$ cat src/rtl/acc_alu_pkg.sv
package acc_alu_pkg;

    localparam int CTL_W = 7;

    // bit positions of the control word {shl,shr,com,inpr,dr,add,and}
    localparam logic [CTL_W-1:0] HOT_AND  = 7'b000_0001;
    localparam logic [CTL_W-1:0] HOT_ADD  = 7'b000_0010;
    localparam logic [CTL_W-1:0] HOT_COPY = 7'b000_0100;
    localparam logic [CTL_W-1:0] HOT_BYTE = 7'b000_1000;
    localparam logic [CTL_W-1:0] HOT_INV  = 7'b001_0000;
    localparam logic [CTL_W-1:0] HOT_ROTR = 7'b010_0000;
    localparam logic [CTL_W-1:0] HOT_ROTL = 7'b100_0000;

    typedef enum logic [2:0] {
        OP_IDLE,
        OP_AND,
        OP_ADD,
        OP_COPY,
        OP_BYTE,
        OP_INVERT,
        OP_ROTR,
        OP_ROTL
    } op_e;

    typedef struct packed {
        logic g_and;
        logic g_add;
        logic g_copy;
        logic g_byte;
        logic g_inv;
        logic g_rotr;
        logic g_rotl;
    } gates_t;

endpackage

$ cat src/rtl/acc_alu_decode.sv
module acc_alu_decode
    import acc_alu_pkg::*;
(
    input  logic [CTL_W-1:0] ctl,
    output op_e              op,
    output gates_t           gates
);

    always_comb begin
        unique case (ctl)
            HOT_AND:  op = OP_AND;
            HOT_ADD:  op = OP_ADD;
            HOT_COPY: op = OP_COPY;
            HOT_BYTE: op = OP_BYTE;
            HOT_INV:  op = OP_INVERT;
            HOT_ROTR: op = OP_ROTR;
            HOT_ROTL: op = OP_ROTL;
            default:  op = OP_IDLE;
        endcase
    end

    always_comb begin
        gates = '0;
        unique case (op)
            OP_AND:    gates.g_and  = 1'b1;
            OP_ADD:    gates.g_add  = 1'b1;
            OP_COPY:   gates.g_copy = 1'b1;
            OP_BYTE:   gates.g_byte = 1'b1;
            OP_INVERT: gates.g_inv  = 1'b1;
            OP_ROTR:   gates.g_rotr = 1'b1;
            OP_ROTL:   gates.g_rotl = 1'b1;
            OP_IDLE:   gates        = '0;
        endcase
    end

endmodule

$ cat src/rtl/acc_alu_slice.sv
module acc_alu_slice
    import acc_alu_pkg::*;
(
    input  gates_t gates,
    input  logic   ac_self,
    input  logic   from_hi,
    input  logic   from_lo,
    input  logic   dr_bit,
    input  logic   inpr_bit,
    input  logic   cin,
    output logic   nxt,
    output logic   cout
);

    logic half;
    logic sum;

    assign half = ac_self ^ dr_bit;
    assign sum  = half ^ cin;
    assign cout = (ac_self & dr_bit) | (cin & half);

    assign nxt = (gates.g_and  & ac_self & dr_bit)
               | (gates.g_add  & sum)
               | (gates.g_copy & dr_bit)
               | (gates.g_byte & inpr_bit)
               | (gates.g_inv  & ~ac_self)
               | (gates.g_rotr & from_hi)
               | (gates.g_rotl & from_lo);

endmodule

$ cat src/rtl/acc_alu_eflag.sv
module acc_alu_eflag
    import acc_alu_pkg::*;
(
    input  op_e  op,
    input  logic carry_top,
    input  logic ac_lsb,
    input  logic ac_msb,
    input  logic e_cur,
    output logic e_nxt
);

    always_comb begin
        unique case (op)
            OP_ADD:  e_nxt = carry_top;
            OP_ROTR: e_nxt = ac_lsb;
            OP_ROTL: e_nxt = ac_msb;
            default: e_nxt = e_cur;
        endcase
    end

endmodule

$ cat src/rtl/acc_alu_unit.sv
module acc_alu_unit
    import acc_alu_pkg::*;
#(
    parameter int AC_W   = 16,
    parameter int INPR_W = 8
) (
    input  logic              clk,
    input  logic              rst,
    input  logic              ld,
    input  logic              op_and,
    input  logic              op_add,
    input  logic              op_dr,
    input  logic              op_inpr,
    input  logic              op_com,
    input  logic              op_shr,
    input  logic              op_shl,
    input  logic              carry_in,
    input  logic [AC_W-1:0]   dr_in,
    input  logic [INPR_W-1:0] inpr_in,
    output logic [AC_W-1:0]   ac_out,
    output logic              e_out
);

    localparam int EXT_W = AC_W + 2;

    logic [CTL_W-1:0] ctl_vec;
    op_e              op;
    gates_t           gates;
    logic [AC_W-1:0]  ac_q;
    logic             e_q;
    logic [AC_W-1:0]  ac_nxt;
    logic             e_nxt;
    logic [AC_W:0]    carry;
    logic [EXT_W-1:0] ring;

    assign ctl_vec = {op_shl, op_shr, op_com, op_inpr, op_dr, op_add, op_and};
    assign ring    = {e_q, ac_q, e_q};
    assign carry[0] = carry_in;

    acc_alu_decode u_decode (
        .ctl   (ctl_vec),
        .op    (op),
        .gates (gates)
    );

    for (genvar i = 0; i < AC_W; i++) begin : g_bit
        logic inpr_b;
        if (i < INPR_W) begin : g_byte
            assign inpr_b = inpr_in[i];
        end else begin : g_nobyte
            assign inpr_b = 1'b0;
        end
        acc_alu_slice u_slice (
            .gates    (gates),
            .ac_self  (ring[i+1]),
            .from_hi  (ring[i+2]),
            .from_lo  (ring[i]),
            .dr_bit   (dr_in[i]),
            .inpr_bit (inpr_b),
            .cin      (carry[i]),
            .nxt      (ac_nxt[i]),
            .cout     (carry[i+1])
        );
    end

    acc_alu_eflag u_eflag (
        .op        (op),
        .carry_top (carry[AC_W]),
        .ac_lsb    (ac_q[0]),
        .ac_msb    (ac_q[AC_W-1]),
        .e_cur     (e_q),
        .e_nxt     (e_nxt)
    );

    always_ff @(posedge clk) begin
        if (rst) begin
            ac_q <= '0;
            e_q  <= 1'b0;
        end else if (ld) begin
            ac_q <= ac_nxt;
            e_q  <= e_nxt;
        end
    end

    assign ac_out = ac_q;
    assign e_out  = e_q;

    // ---------------- assertions ----------------
    assert_reset_clear_R1: assert property (@(posedge clk)
        rst |=> (ac_out == '0 && e_out == 1'b0));

    assert_hold_R2: assert property (@(posedge clk) disable iff (rst)
        !ld |=> ($stable(ac_out) && $stable(e_out)));

    assert_and_R3: assert property (@(posedge clk) disable iff (rst)
        (ld && ctl_vec == HOT_AND) |=>
        (ac_out == ($past(ac_out) & $past(dr_in)) && e_out == $past(e_out)));

    assert_add_R4: assert property (@(posedge clk) disable iff (rst)
        (ld && ctl_vec == HOT_ADD) |=>
        ({e_out, ac_out} == ({1'b0, $past(ac_out)} + {1'b0, $past(dr_in)}
                             + {{AC_W{1'b0}}, $past(carry_in)})));

    assert_copy_R5: assert property (@(posedge clk) disable iff (rst)
        (ld && ctl_vec == HOT_COPY) |=>
        (ac_out == $past(dr_in) && e_out == $past(e_out)));

    assert_byte_R6: assert property (@(posedge clk) disable iff (rst)
        (ld && ctl_vec == HOT_BYTE) |=>
        (ac_out == {{(AC_W-INPR_W){1'b0}}, $past(inpr_in)} && e_out == $past(e_out)));

    assert_invert_R7: assert property (@(posedge clk) disable iff (rst)
        (ld && ctl_vec == HOT_INV) |=>
        (ac_out == ~$past(ac_out) && e_out == $past(e_out)));

    assert_rotr_R8: assert property (@(posedge clk) disable iff (rst)
        (ld && ctl_vec == HOT_ROTR) |=>
        ({ac_out, e_out} == {$past(e_out), $past(ac_out)}));

    assert_rotl_R9: assert property (@(posedge clk) disable iff (rst)
        (ld && ctl_vec == HOT_ROTL) |=>
        ({e_out, ac_out} == {$past(ac_out), $past(e_out)}));

    assert_idle_zero_R10: assert property (@(posedge clk) disable iff (rst)
        (ld && ctl_vec == '0) |=>
        (ac_out == '0 && e_out == $past(e_out)));

    assert_ctl_single_R10: assert property (@(posedge clk) disable iff (rst)
        ld |-> $onehot0(ctl_vec));

endmodule

$ cat config.mk
export PLATFORM = sky130hd
export DESIGN_NAME = acc_alu_unit
export DESIGN_NICKNAME = d
export VERILOG_FILES = /design/src/rtl/acc_alu_pkg.sv /design/src/rtl/acc_alu_decode.sv /design/src/rtl/acc_alu_slice.sv /design/src/rtl/acc_alu_eflag.sv /design/src/rtl/acc_alu_unit.sv
export SDC_FILE = /design/constraint.sdc
export NUM_CORES = 1
export LEC_CHECK = 0
export ABC_AREA = 1
export BUFFER_PORTS_ARGS = -buffer_cell sky130_fd_sc_hd__buf_2
export CORE_UTILIZATION = 26
export DETAILED_ROUTE_END_ITERATION = 6
export PLACE_DENSITY = 0.47
export SLEW_MARGIN = 25
export SYNTH_ARGS = -nofsm -noshare
export SYNTH_HDL_FRONTEND = slang
export SYNTH_SLANG_ARGS = --single-unit
$ cat constraint.sdc
create_clock -name clk -period 13.5 [get_ports clk]
set_input_delay 2.025 -clock clk [delete_from_list [all_inputs] [get_ports clk]]
set_output_delay 2.025 -clock clk [all_outputs]
set_load 0.02 [all_outputs]
==> After elaboration in Yosys (flattened, before gate mapping) <==
Index checks and enable logic that the tools add are counted.
{ "op_classes": {"bitwise_logic": 304, "reduce_logical": 2, "n_eq_ne": 14, "mux": 9} }
{ "op_table": {"columns": ["cell", "n"], "rows": [
  ["AND 1 bit", 152],
  ["OR 1 bit", 104],
  ["XOR 1 bit", 32],
  ["one-hot mux 3 bit (7 select lines)", 1],
  ["inverter 1 bit", 16],
  ["equality test 3 bit (second input constant)", 4],
  ["equality test 7 x 1 -> 1 bit (second input constant)", 1],
  ["equality test 7 x 2 -> 1 bit (second input constant)", 1],
  ["equality test 7 x 3 -> 1 bit (second input constant)", 1],
  ["equality test 7 x 4 -> 1 bit (second input constant)", 1],
  ["equality test 7 x 5 -> 1 bit (second input constant)", 1],
  ["equality test 7 x 6 -> 1 bit (second input constant)", 1],
  ["equality test 7 bit (second input constant)", 1],
  ["2-to-1 mux 1 bit", 7],
  ["equality test 3 x 2 -> 1 bit (second input constant)", 2],
  ["equality test 3 x 1 -> 1 bit (second input constant)", 1],
  ["one-hot mux 1 bit (3 select lines)", 1],
  ["nonzero test 3 bit", 1],
  ["AND reduction 2 bit", 1]
]} }
{ "word_totals": {"out_inout_bits": 17, "input_bits": 35, "wordCells": 331, "ff_bits": 17} }

==> Longest topological paths before layout <==
Gate-level depths: netlist of the first run.
{ "depth": {"word_depth": 38, "ltp_mapped": 22, "mapped_depth_nobuf": 22} }

==> Cells and area by module <==
Synthesis of the first run repeated with hierarchy kept, for this count alone.
{ "unflattened": {"cells_unflattened": 499, "hier_area_um2": 2516.2} }
{ "modules_own_cells": {"columns": ["mod", "seq_area_each_um2", "n_inst", "area_per_inst_um2", "cells_each"], "rows": [
  ["acc_alu_slice", 0.0, 16, 96.3, 21],
  ["acc_alu_unit", 340.3, 1, 735.7, 109],
  ["acc_alu_decode", 0.0, 1, 195.2, 45],
  ["acc_alu_eflag", 0.0, 1, 43.8, 9]
]} }

==> Worst setup path before layout of the first run <==
Ideal clock, no wire load.
{ "synth_timing": {"path_type": "input port to flip-flop", "startpoint": "in carry_in", "endpoint": "reg ac_q[15], in the netlist ac_out[15]", "slack_ns": 4.857, "setup_time_ns": 0.056, "n_path_buf": 0, "arrival_ns": 8.587, "required_ns": 13.444, "stages": 21, "cell_sequence": "inv_1 > fa_1 > fa_1 > fa_1 > fa_1 > fa_1 > fa_1 > fa_1 > fa_1 > fa_1 > fa_1 > fa_1 > fa_1 > fa_1 > fa_1 > fa_1 > fa_1 > or2_1 > nand3_1 > nand2_1 > inv_1"} }
{ "synth_between": {"elab_chain_len": 37} }
{ "synth_rtl": {"columns": ["item", "line_no", "text"], "rows": [
  ["from (decl)", "acc_alu_unit.sv:17", "input logic carry_in,"],
  ["AND 1 bit", "acc_alu_slice.sv:20", "assign cout = (ac_self & dr_bit) | (cin & half);"],
  ["OR 1 bit", "acc_alu_slice.sv:20", null],
  ["AND 1 bit", "acc_alu_slice.sv:20", null],
  ["OR 1 bit", "acc_alu_slice.sv:20", null],
  ["AND 1 bit", "acc_alu_slice.sv:20", null],
  ["OR 1 bit", "acc_alu_slice.sv:20", null],
  ["AND 1 bit", "acc_alu_slice.sv:20", null],
  ["OR 1 bit", "acc_alu_slice.sv:20", null],
  ["[... 21 more ...]", null, null],
  ["OR 1 bit", "acc_alu_slice.sv:20", null],
  ["XOR 1 bit", "acc_alu_slice.sv:19", "assign sum = half ^ cin;"],
  ["AND 1 bit", "acc_alu_slice.sv:23", "| (gates.g_add & sum)"],
  ["OR 1 bit", "acc_alu_slice.sv:23", null],
  ["OR 1 bit", "acc_alu_slice.sv:24", "| (gates.g_copy & dr_bit)"],
  ["OR 1 bit", "acc_alu_slice.sv:26", "| (gates.g_inv & ~ac_self)"],
  ["OR 1 bit", "acc_alu_slice.sv:27", "| (gates.g_rotr & from_hi)"],
  ["OR 1 bit", "acc_alu_slice.sv:28", "| (gates.g_rotl & from_lo);"],
  ["to (signal assigned)", "acc_alu_unit.sv:80", "ac_q <= ac_nxt;"],
  ["to (decl)", "acc_alu_unit.sv:29", "logic [AC_W-1:0] ac_q;"]
]} }
Every way passes these cells.
A chain may end at the register's enable or synchronous reset.

==> Worst setup path in the final report of the first run <==
Ends and elaborated chain as after synthesis.

==> results of run 1 <==
-- layer usage --
metal  up-vias  part of all wire [%]  global-route usage [%]  wire length, um
li1       1030                     -                       -                -
met1       921                    46                    19.2             2740
met2        57                    48                    26.5             2850
met3         2                   5.7                    2.44              343
met4         0                  0.60                    3.76               36
met5         -                     0                       0                0
-- state kept, by name (all words and copies together), names as in the netlist --
name / cells
e_out: 1
ac_out: 16
-- critical path: cells and delay by family --
family,cells,cell delay (ns)
adders and majority gates,16,6.36
buffers and inverters,3,0.15
and+or+nand+nor,3,0.36
-- how the worst max path moves through the flow --
stage | cells past startpoint | slack (ns) | end | start
floorplan | 21 | 4.86 | ac_out[15] | carry_in
global placement | 22 | 4.60 | ac_out[15] | carry_in
detailed placement | 22 | 4.55 | ac_out[15] | carry_in
CTS | 22 | 4.82 | ac_out[15] | carry_in
global route | 22 | 4.61 | ac_out[15] | carry_in
finish | 22 | 4.81 | ac_out[15] | carry_in
-- logic make-up (layout without fill, tap and decap cells) --
group | Yosys count | count (layout)
compound gates | 75 | 75
xor+xnor | 1 | 1
fa+ha+maj | 16 | 16
buf+inv | 94 | 122
flops | 17 | 17
simple gates | 110 | 110
-- cell usage in the layout, fill, tap and decap left out --
cell type / Yosys / layout
sky130_fd_sc_hd__nor2_2: 5 / 5
sky130_fd_sc_hd__or2_1: 6 / 6
sky130_fd_sc_hd__nand2_2: 1 / 1
sky130_fd_sc_hd__nand3b_1: 6 / 6
sky130_fd_sc_hd__o21ai_0: 21 / 21
sky130_fd_sc_hd__nand3_1: 12 / 12
sky130_fd_sc_hd__nor2_1: 34 / 34
sky130_fd_sc_hd__inv_1: 65 / 65
sky130_fd_sc_hd__nor3_1: 4 / 4
sky130_fd_sc_hd__clkbuf_8: 0 / 3
sky130_fd_sc_hd__dfxtp_1: 17 / 17
sky130_fd_sc_hd__clkbuf_1: 3 / 1
sky130_fd_sc_hd__nand2_1: 40 / 40
sky130_fd_sc_hd__nor2_4: 1 / 1
sky130_fd_sc_hd__o21ai_1: 5 / 5
sky130_fd_sc_hd__nand3_2: 1 / 1
sky130_fd_sc_hd__xor2_1: 1 / 1
sky130_fd_sc_hd__buf_2: 6 / 51
sky130_fd_sc_hd__o22ai_1: 16 / 16
sky130_fd_sc_hd__o221ai_1: 1 / 1
sky130_fd_sc_hd__inv_2: 2 / 2
sky130_fd_sc_hd__fa_1: 16 / 16
sky130_fd_sc_hd__o22ai_2: 6 / 6
sky130_fd_sc_hd__a21oi_1: 26 / 26
-- through the flow --
stage          cells  power [W]  worst slack (ns)  util, %  hold WS, ns
2_1_floorplan    313  0.0000874              4.86        -        0.524
4_1_cts          440   0.000144              4.82     30.9        0.565
5_1_grt          440   0.000152              4.61     30.9        0.595
3_5_place_dp     436  0.0000996              4.55     30.3        0.555
6_report         440   0.000140              4.81     30.9        0.555
3_3_place_gp     436  0.0000992              4.60     30.3        0.550
-- layout make-up --
| cell class | count | share of cell area (%) |
|---|---|---|
| flip-flops and latches | 17 | 14.9 |
| multi-input cells | 202 | 55.6 |
| clock buffers | 4 | 1.97 |
| well taps | 99 | 5.41 |
| inverters | 67 | 11.0 |
| repair buffers | 51 | 11.2 |
-- power breakdown --
part | internal (W) | switching (W) | leakage, nW
Combinational | 0.0000166 | 0.0000269 | 0.985
Clock | 0.0000210 | 0.0000205 | 0.0228
Sequential | 0.0000527 | 0.00000204 | 0.140
==> parameters.txt, run 1 <==
Parameter                              Value

Status
  Result of the run ... finished, final reports clean

Layout
  Share of final-layout standard cells stronger than drive strength 1 ... 20.5%
  FF+latch area ... roughly 340 um2
  Multi-input logic area ... 1270 um2
  Layout fillers ... 824
  Cell area after layout ... 2290 um2
  Layout-stage area growth over the synthesis result ... 11.9%
  ANT cells ... 0
  Final net count ... 393

Drt
  Vias after detailed routing ... 2010
  Mean routed wirelength per cell ... 13.6 um
  Antenna Nets Post-Route ... 0
  Iteration-0 DRC Markers ... 116
  Total length of routed wires ... 5.97 mm
  Final routed DRC violation total ... 0
  Vias per inst ... 4.57
  Drt first pass iters ... 4

Synthesis
  Sequential fraction of the synthesis area ... ~17%
  Total nets after synthesis ... 364
  Top-count cell post-synth ... sky130_fd_sc_hd__inv_1
  Syn Std Cell Area ... 2040 um2
  Post-synth top area share ... 16.6%
  Top cells by area in the synthesized netlist ... sky130_fd_sc_hd__dfxtp_1 17%, sky130_fd_sc_hd__fa_1 16%, sky130_fd_sc_hd__inv_1 12%
  Top flip-flop cell by instance count after synthesis ... sky130_fd_sc_hd__dfxtp_1
  Seq cells post-synth ... 17
  Largest family of logic cells by synthesized area ... simple AND/OR/NAND/NOR gates
  Share of synthesized flip-flops with an asynchronous set or reset ... 0%
  Synth Area per Inst ... around 6.5 um2
  Biggest area consumer among synthesized cells ... sky130_fd_sc_hd__dfxtp_1
  Yosys warning total ... 0
  Post-synthesis share of cell area spent on and, or, nand and nor gates ... 24.4%
  Fraction of synthesized area in multiplexers ... 0%
  Commonest cells post-synth ... 65 x sky130_fd_sc_hd__inv_1, 40 x sky130_fd_sc_hd__nand2_1, 34 x sky130_fd_sc_hd__nor2_1, 26 x sky130_fd_sc_hd__a21oi_1, 21 x sky130_fd_sc_hd__o21ai_0
  Synthesized netlist cell count ... ~310
  Compound-Gate Fraction of Synth Area ... 21.7%
  Adder and majority gate portion of the synthesized area ... 15.7%
  Number of flops mapped to enable cells by yosys ... 0
  Distinct cell type count after synthesis ... 25
  Fraction of synthesized cell area in xor and xnor cells ... less than 1%

Setup path
  Crit path capture type ... flop
  Data required, critical path ... 13.71 ns
  Kind of critical path ... input port to flop
  Startpoint type of the worst setup path ... input port
  Register-to-register setup slack ... about 6.2 ns
  Cells on worst reg2reg path ... 21
  Maximum fanout along the worst path ... 1
  Reg-to-Reg Start ... ac_out[0]
  Worst R2R End ... ac_out[15]
  Most used cell, CP ... sky130_fd_sc_hd__fa_1
  Signal arrival time at the worst endpoint ... 8.90 ns
  CP cell instances ... buf_2 > inv_1 > fa_1 > fa_1 > fa_1 > fa_1 > fa_1 > fa_1 > fa_1 > fa_1 > fa_1 > fa_1 > fa_1 > fa_1 > fa_1 > fa_1 > fa_1 > fa_1 > or2_1 > nand3_1 > nand2_1 > inv_1
  Critical Path Max Stage Delay ... 0.44 ns
  Highest-delay cell along the critical path ... sky130_fd_sc_hd__fa_1

Global route
  Gr usage total ... 15.1%
  Largest net degree at the start of global routing ... 23
  Antenna violations before repair ... 0
  Global-route wire length before repair ... 9.86 mm
  Vias in the first global route ... 2000
  Total congestion overflow ... 0

Die
  Floorplan core area ... 7410 um2
  Area enclosed by the die boundary ... 8220 um2
  I/O pin total ... between 50 and 60
  Height of the die ... 90.7 um
  Row Count ... 31
  Initial Util ... approximately 28%
  Die width ... 90.7 um

Clocking
  Clock network latency to the later pin of the worst-skew pair ... 0.26 ns
  CTS Hold Buffers Added ... 0
  Post-cts repair resize count ... 0
  Sink count of the clock tree ... 17
  Num CTS Buffers ... 3
  # H-tree levels ... 1
  Clock buffer depth ... 2
  Post-CTS Setup Repair Bufs ... 0
  CTS root buffer ... sky130_fd_sc_hd__clkbuf_8
  TritonCTS clock tree ... yes
  Clock Pin Slew Worst Setup and Hold Paths ... 0.07 ns

STA
  Transition time at the pin with the least slew margin ... between 0.8 and 0.9 ns
  Final Hold Violating Endpoints ... 0
  Final period util ... 64.4%
  Setup repair after global routing missed its margin ... false
  Final setup violation count ... 0
  Clock period minus worst slack ... 8.69 ns
  Skew final ... 0.00327 ns
  Pins over their slew limit ... 0
  Setup Total Neg Slack ... 0 ns
  Relative slew margins ... 45.5%
  Max Freq ... 0.115 GHz

Placement
  Routability Congestion ... 0.768
  HPWL after detailed placement ... 4.20 mm
  Post-place instance area ... between 2000 and 2500 um2
  IO buf count ... between 50 and 60

Min path
  Number of instances on the worst hold path ... 2
  Hold Path Origin ... ac_out[9]
  Min-Delay Path Class ... flop to flop
  Hold EP ... ac_out[9]

Power and ir drop
  IR Drop Worst-Case VDD ... about 0.024 mV
  Cell Pwr Density ... 61.1 nW/um2
  Leakage power ... 1.15 nW

Run
  Number of max-cap violations ... 0
(Power assumes the default switching activity.)
==> run 2: changes to the inputs <==
--- a/config.mk
+++ b/config.mk
@@ -5,11 +5,11 @@
 export SDC_FILE = /design/constraint.sdc
 export NUM_CORES = 1
 export LEC_CHECK = 0
-export ABC_AREA = 1
+export ABC_AREA = 0
 export BUFFER_PORTS_ARGS = -buffer_cell sky130_fd_sc_hd__buf_2
 export CORE_UTILIZATION = 26
 export DETAILED_ROUTE_END_ITERATION = 6
-export PLACE_DENSITY = 0.47
+export PLACE_DENSITY = 0.46
 export SLEW_MARGIN = 25
 export SYNTH_ARGS = -nofsm -noshare
 export SYNTH_HDL_FRONTEND = slang
==> constraint.sdc (replaced) <==
create_clock -name clk -period 8.8 [get_ports clk]
set_input_delay 1.32 -clock clk [delete_from_list [all_inputs] [get_ports clk]]
set_output_delay 1.32 -clock clk [all_outputs]
set_load 0.02 [all_outputs]
==> run 2 against run 1 <==
Compared with the run above:
- setup slack got worse by 4.1 ns
- power rose by 64%
- core utilization shrank 0.86 points
- global-route usage rose by 2.4 points
- critical path depth down 1
- highest routed layer unchanged
==> parameters.txt, run 2 <==
Parameter                              Value

Global route
  Antenna violations before repair ... 0
  Largest net degree at the start of global routing ... 29
  Gr usage total ... 17.5%
  Total congestion overflow ... 0
  Vias in the first global route ... approximately 2300
  Global-route wire length before repair ... between 10 and 15 mm

STA
  Setup Total Neg Slack ... 0 ns
  Pins over their slew limit ... 0
  Final period util ... 92.4%
  Skew final ... 0.00195 ns
  Clock period minus worst slack ... 8.13 ns
  Relative slew margins ... 55.0%
  Final Hold Violating Endpoints ... 0
  Worst hold margin ... 0.550 ns
  Final setup slack of the worst path ... 0.673 ns
  Max Freq ... 0.123 GHz
  Setup repair after global routing missed its margin ... false
  Final setup violation count ... 0
  Transition time at the pin with the least slew margin ... 0.676 ns

Power and ir drop
  Part of the total power dissipated in combinational logic ... 32.6%
  Internal Pwr Total ... 0.000141 W
  Switching fraction of total power ... 38.2%
  Portion of total power attributed to the clock network ... 28.8%
  Leakage power ... 0.971 nW
  Power spent charging and discharging nets ... 0.0000873 W
  Seq pwr share ... about two fifths
  Cell Pwr Density ... 91.8 nW/um2
  IR Drop Worst-Case VDD ... 0.0375 mV

Synthesis
  Syn Std Cell Area ... 2260 um2
  Fraction of synthesized area in multiplexers ... 0%
  Top flip-flop cell by instance count after synthesis ... sky130_fd_sc_hd__dfxtp_1
  Number of flops mapped to enable cells by yosys ... 0
  Biggest area consumer among synthesized cells ... sky130_fd_sc_hd__dfxtp_1
  Post-synthesis share of cell area spent on and, or, nand and nor gates ... between 20 and 30%
  Synth Area per Inst ... 7.51 um2
  Synthesized netlist cell count ... 301
  Seq cells post-synth ... 17
  Distinct cell type count after synthesis ... 38
  Yosys warning total ... 0
  Fraction of synthesized cell area in xor and xnor cells ... 0.387%
  Top-count cell post-synth ... sky130_fd_sc_hd__inv_1
  Adder and majority gate portion of the synthesized area ... between 10% and 20%
  Post-synth top area share ... between 10% and 20%
  Sequential fraction of the synthesis area ... 15.1%
  Commonest cells post-synth ... 35 x sky130_fd_sc_hd__inv_1, 33 x sky130_fd_sc_hd__nor3_1, 22 x sky130_fd_sc_hd__clkbuf_1, 18 x sky130_fd_sc_hd__nand3b_1
  Compound-Gate Fraction of Synth Area ... 24.4%
  Largest family of logic cells by synthesized area ... simple AND/OR/NAND/NOR gates
  Share of synthesized flip-flops with an asynchronous set or reset ... 0%
  Top cells by area in the synthesized netlist ... sky130_fd_sc_hd__dfxtp_1 15%, sky130_fd_sc_hd__fa_1 14%, sky130_fd_sc_hd__nor3_1 7.3%
  Total nets after synthesis ... ~350

Placement
  DP Cell Count ... 419
  HPWL after detailed placement ... approximately 4.9 mm
  Post-placement worst setup slack ... 0.368 ns
  IO buf count ... 51
  Routability Congestion ... ~0.74

Drt
  Vias after detailed routing ... around 2300
  Drt first pass iters ... 4
  Antenna Nets Post-Route ... 0
  Iteration-0 DRC Markers ... 122
  Mean routed wirelength per cell ... 17.7 um
  Total length of routed wires ... 7.49 mm
  Final routed DRC violation total ... 0
  Vias per inst ... between 5 and 6

Layout
  Layout-stage area growth over the synthesis result ... 10.2%
  Number of flip-flops under the largest register name ... 16
  Final net count ... 370
  Final cell count without fillers ... 423
  Top library cells by usage in the layout, fill and taps aside ... 51 x sky130_fd_sc_hd__buf_2, 35 x sky130_fd_sc_hd__inv_1, 32 x sky130_fd_sc_hd__nor3_1
  ANT cells ... 0
  Share of final-layout standard cells stronger than drive strength 1 ... 20.8%
  Leading cell type in the layout, fill and taps excluded ... sky130_fd_sc_hd__buf_2

Die
  Floorplan core area ... 8300 um2
  Height of the die ... around 95 um
  Row Count ... 33
  Area enclosed by the die boundary ... around 9100 um2
  I/O pin total ... 52
  Initial Util ... between 20% and 30%
  Die width ... 95.3 um

Clocking
  Clock Pin Slew Worst Setup and Hold Paths ... 0.08 ns
  Sink count of the clock tree ... 17
  Clock network latency to the later pin of the worst-skew pair ... approximately 0.26 ns
  Post-CTS Setup Repair Bufs ... 0
  Clock buffer depth ... 2
  Num CTS Buffers ... 3
  Post-cts repair resize count ... 0
  CTS Hold Buffers Added ... 0
  CTS root buffer ... sky130_fd_sc_hd__clkbuf_8
  TritonCTS clock tree ... yes
  # H-tree levels ... 1

Setup path
  Startpoint type of the worst setup path ... input port
  Signal arrival time at the worst endpoint ... 8.27 ns
  Kind of critical path ... input port to flop
  Cells on worst reg2reg path ... 20
  Crit path capture type ... flop
  Maximum fanout along the worst path ... 1
  Data required, critical path ... 8.95 ns

Run
  Number of max-cap violations ... 0

Min path
  Min-Delay Path Class ... flop to flop
  Number of instances on the worst hold path ... 2

Status
  Result of the run ... finished, final reports clean
## run 2: cell types whose count changed after synthesis, moves of 8 or more
cell	change
sky130_fd_sc_hd__a211oi_1	+16
sky130_fd_sc_hd__a21o_1	+8
sky130_fd_sc_hd__a21oi_1	-9
sky130_fd_sc_hd__and3_1	+8
sky130_fd_sc_hd__clkbuf_1	+19
sky130_fd_sc_hd__inv_1	-30
sky130_fd_sc_hd__nand2_1	-38
sky130_fd_sc_hd__nand3b_1	+12
sky130_fd_sc_hd__nor2_1	-19
sky130_fd_sc_hd__nor3_1	+29
sky130_fd_sc_hd__nor4_1	+9
sky130_fd_sc_hd__o21ai_0	-11
sky130_fd_sc_hd__o21bai_1	+8
sky130_fd_sc_hd__o22ai_1	-16
## run 2: layer usage
| metal | vias up | wire [um] | track usage, % |
|---|---|---|---|
| li1 | 1107 | - | - |
| met2 | 69 | 3520 | 28.7 |
| met5 | - | 0 | 0 |
| met3 | 2 | 413 | 3.11 |
| met1 | 1121 | 3530 | 24.2 |
| met4 | 0 | 23 | 2.78 |
## run 2: final timing paths
path | start | end | slack (ns)
worst max-delay path | carry_in | ac_out[15] | 0.67
worst min-delay path | e_out | e_out | 0.55
worst min register to register | e_out | e_out | 0.55
worst max register to register | ac_out[0] | ac_out[15] | 1.33
## run 2: power groups by stage
stage               registers (W)  logic [W]  clock network, W
finish                  0.0000882  0.0000746         0.0000659
global route            0.0000892  0.0000850         0.0000707
CTS                     0.0000882  0.0000754         0.0000689
detailed placement      0.0000901  0.0000749                 0
global placement        0.0000900  0.0000738                 0
floorplan               0.0000875  0.0000548                 0
## run 2: critical path, stage by stage
cell and delay, ns:
sky130_fd_sc_hd__buf_2 0.07, sky130_fd_sc_hd__inv_1 0.04, sky130_fd_sc_hd__fa_1 0.43, sky130_fd_sc_hd__fa_1 0.39, sky130_fd_sc_hd__fa_1 0.41, sky130_fd_sc_hd__fa_1 0.39
sky130_fd_sc_hd__fa_1 0.39, sky130_fd_sc_hd__fa_1 0.39, sky130_fd_sc_hd__fa_1 0.38, sky130_fd_sc_hd__fa_1 0.39, sky130_fd_sc_hd__fa_1 0.38, sky130_fd_sc_hd__fa_1 0.40
sky130_fd_sc_hd__fa_1 0.40, sky130_fd_sc_hd__fa_1 0.39, sky130_fd_sc_hd__fa_1 0.41, sky130_fd_sc_hd__fa_1 0.41, sky130_fd_sc_hd__fa_1 0.40, sky130_fd_sc_hd__fa_1 0.49
sky130_fd_sc_hd__nor3_1 0.05, sky130_fd_sc_hd__nor4_1 0.24, sky130_fd_sc_hd__a21oi_1 0.09
## run 2: logic make-up after synthesis
family | after synthesis
flip-flops | 17
AND/OR/NAND/NOR | 111
buffers and inverters | 77
adder cells (fa/ha/maj) | 16
AO/OA/AOI/OAI | 79
XOR/XNOR | 1
## run 2: layout make-up
type / instances / area [um2]
clock buffers: 4 / 45.0
fillers: 922 / 5810
inverters: 35 / 131
multi-input cells: 207 / 1560
flip-flops and latches: 17 / 340
well taps: 105 / 131
repair buffers: 55 / 285
## run 2: stage by stage
stage	util (%)	area, um2	power, W
5_1_grt	30.0	2490	0.000245
2_1_floorplan	-	2260	0.000142
6_report	30.0	2490	0.000229
3_3_place_gp	29.5	2450	0.000164
4_1_cts	30.0	2490	0.000233
3_5_place_dp	29.5	2450	0.000165
==> run 3: changes to the inputs <==
--- a/config.mk
+++ b/config.mk
@@ -5,11 +5,13 @@
 export SDC_FILE = /design/constraint.sdc
 export NUM_CORES = 1
 export LEC_CHECK = 0
-export ABC_AREA = 0
+export ABC_AREA = 1
 export BUFFER_PORTS_ARGS = -buffer_cell sky130_fd_sc_hd__buf_2
+export CELL_PAD_IN_SITES_DETAIL_PLACEMENT = 0
+export CELL_PAD_IN_SITES_GLOBAL_PLACEMENT = 1
 export CORE_UTILIZATION = 26
 export DETAILED_ROUTE_END_ITERATION = 6
-export PLACE_DENSITY = 0.46
+export PLACE_DENSITY = 0.62
 export SLEW_MARGIN = 25
 export SYNTH_ARGS = -nofsm -noshare
 export SYNTH_HDL_FRONTEND = slang
==> run 3 against run 2 <==
Compared with the run above:
- first-iteration DRC count down 16%
- core utilization up 0.86 points
- maximum frequency up 1.1%
- die area down 9.4%
- register-to-register slack better by 0.14 ns
- power down 5.7%
- routed wire length down 22%
- setup slack better by 0.085 ns
- clock power down 0.8%
- sequential cell count unchanged
- count of clock-buffer cells in the layout unchanged
- non-clock buffer count down 4
- critical path type unchanged
- largest cell class unchanged
==> parameters.txt, run 3 (same netlist as run 1, synthesis figures left out) <==
Parameter                              Value

STA
  Setup repair after global routing missed its margin ... false
  Transition time at the pin with the least slew margin ... 0.840 ns
  Final Hold Violating Endpoints ... 0
  Clock period minus worst slack ... roughly 8 ns
  Skew final ... 0.00262 ns
  Final setup violation count ... 0
  Pins over their slew limit ... 0
  Relative slew margins ... 44.0%
  Final setup slack of the worst path ... about 0.76 ns
  Max Freq ... roughly 0.12 GHz
  Setup Total Neg Slack ... 0 ns
  Final period util ... about 90%

Drt
  Drt first pass iters ... 4
  Total length of routed wires ... 5.84 mm
  Antenna Nets Post-Route ... 0
  Vias after detailed routing ... 2022
  Final routed DRC violation total ... 0
  Mean routed wirelength per cell ... 13.3 um
  Vias per inst ... 4.60
  Iteration-0 DRC Markers ... between 100 and 150

Global route
  Global-route wire length before repair ... 9.81 mm
  Vias in the first global route ... 2046
  Total congestion overflow ... 0
  Gr usage total ... 14.7%
  Largest net degree at the start of global routing ... 23
  Antenna violations before repair ... 0

Layout
  Final cell count without fillers ... 440
  Top library cells by usage in the layout, fill and taps aside ... 65 x sky130_fd_sc_hd__inv_1, 51 x sky130_fd_sc_hd__buf_2, 40 x sky130_fd_sc_hd__nand2_1
  Core occupancy in the finished layout ... 30.9%
  Cell area after layout ... 2290 um2
  Final net count ... 393
  Number of flip-flops under the largest register name ... 16
  Layout fillers ... 859
  Layout-stage area growth over the synthesis result ... 11.9%
  ANT cells ... 0
  Share of final-layout standard cells stronger than drive strength 1 ... around 20%
  Leading cell type in the layout, fill and taps excluded ... sky130_fd_sc_hd__inv_1

Die
  Row Count ... 31
  Area enclosed by the die boundary ... 8220 um2
  Die width ... 90.7 um
  Height of the die ... 90.7 um
  Initial Util ... 27.6%
  Floorplan core area ... 7410 um2
  I/O pin total ... 52

Setup path
  CP cell instances ... buf_2 > inv_1 > fa_1 > fa_1 > fa_1 > fa_1 > fa_1 > fa_1 > fa_1 > fa_1 > fa_1 > fa_1 > fa_1 > fa_1 > fa_1 > fa_1 > fa_1 > fa_1 > or2_1 > nand3_1 > nand2_1 > inv_1
  Crit path capture type ... flop
  Kind of critical path ... input port to flop
  Capturing instance or port of the critical path ... ac_out[15]
  Worst R2R End ... ac_out[15]
  Critical Path Max Stage Delay ... about 0.43 ns
  Worst setup startpoint ... carry_in
  Reg-to-Reg Start ... ac_out[0]
  Maximum fanout along the worst path ... 1
  Highest-delay cell along the critical path ... sky130_fd_sc_hd__fa_1
  Register-to-register setup slack ... 1.47 ns
  Cells on worst reg2reg path ... 21
  Most used cell, CP ... sky130_fd_sc_hd__fa_1
  Data required, critical path ... around 9.0 ns
  Startpoint type of the worst setup path ... input port
  Signal arrival time at the worst endpoint ... 8.25 ns

Power and ir drop
  Cell Pwr Density ... 94.2 nW/um2
  Leakage power ... 1.15 nW
  IR Drop Worst-Case VDD ... 0.0491 mV

Clocking
  Post-CTS Setup Repair Bufs ... 0
  Clock network latency to the later pin of the worst-skew pair ... 0.26 ns
  Clock buffer depth ... 2
  CTS Hold Buffers Added ... 0
  TritonCTS clock tree ... yes
  # H-tree levels ... 1
  Sink count of the clock tree ... 17
  CTS root buffer ... sky130_fd_sc_hd__clkbuf_8
  Post-cts repair resize count ... 0
  Num CTS Buffers ... 3
  Clock Pin Slew Worst Setup and Hold Paths ... 0.08 ns

Placement
  IO buf count ... 51
  Routability Congestion ... 0.770
  DP Cell Count ... 436
  Post-placement worst setup slack ... 0.491 ns
  Post-place instance area ... 2240 um2
  HPWL after detailed placement ... 4.19 mm

Min path
  Min-Delay Path Class ... flop to flop

Run
  Number of max-cap violations ... 0

Status
  Result of the run ... finished, final reports clean
==> run 3: cell types whose count changed in the layout (fill, tap and decap cells not counted), moves of 8 or more <==
cell and delta:
sky130_fd_sc_hd__a211oi_1 -16, sky130_fd_sc_hd__a21o_1 -8, sky130_fd_sc_hd__a21oi_1 +9, sky130_fd_sc_hd__and3_1 -8
sky130_fd_sc_hd__inv_1 +30, sky130_fd_sc_hd__nand2_1 +38, sky130_fd_sc_hd__nand3b_1 -12, sky130_fd_sc_hd__nor2_1 +19
sky130_fd_sc_hd__nor3_1 -28, sky130_fd_sc_hd__nor4_1 -9, sky130_fd_sc_hd__o21ai_0 +11, sky130_fd_sc_hd__o21bai_1 -8
sky130_fd_sc_hd__o22ai_1 +16
==> run 3: routing by layer <==
layer | share of wire, % | global-route usage, % | vias to the layer above
met5 | 0 | 0 | -
met4 | 0.38 | 1.88 | 0
met3 | 6.3 | 2.78 | 2
met2 | 46 | 24.7 | 59
met1 | 47 | 19.9 | 933
li1 | - | - | 1028
==> run 3: metrics by stage <==
| step | total power (W) | hold slack, ns |
|---|---|---|
| after floorplan | 0.000134 | 0.524 |
| after global placement | 0.000152 | 0.545 |
| after detailed placement | 0.000152 | 0.557 |
| after CTS | 0.000219 | 0.573 |
| after global routing | 0.000233 | 0.603 |
| final | 0.000216 | 0.569 |
==> run 3: worst min-delay path by stage <==
stage,slack (ns),cells past startpoint,start,to
after floorplan,0.52,2,ac_out[11],ac_out[11]
after global placement,0.55,2,ac_out[11],ac_out[11]
after detailed placement,0.56,2,ac_out[11],ac_out[11]
after CTS,0.57,2,ac_out[11],ac_out[11]
after global routing,0.60,2,ac_out[11],ac_out[11]
final,0.57,2,ac_out[11],ac_out[11]
==> run 3: layout make-up <==
class	count	area, um2	share of cell area [%]
inverter	67	251	11.0
timing repair buffer	51	255	11.2
multi-input combinational	202	1270	55.6
tap	99	124	5.41
sequential	17	340	14.9
clock buffer	4	45.0	1.97
==> run 3: power breakdown <==
part / leakage (nW) / switching [W] / internal (W) / total [W]
logic: 0.985 / 0.0000405 / 0.0000255 / 0.0000660
registers: 0.140 / 0.00000336 / 0.0000808 / 0.0000842
clock network: 0.0228 / 0.0000331 / 0.0000323 / 0.0000654
total: 1.15 / 0.0000770 / 0.000139 / 0.000216
==> run 3: worst max-delay path, delay by kind of cell <==
family	cells	cell delay [ns]
buf+inv	3	0.15
fa+ha+maj	16	6.41
simple gates	3	0.36
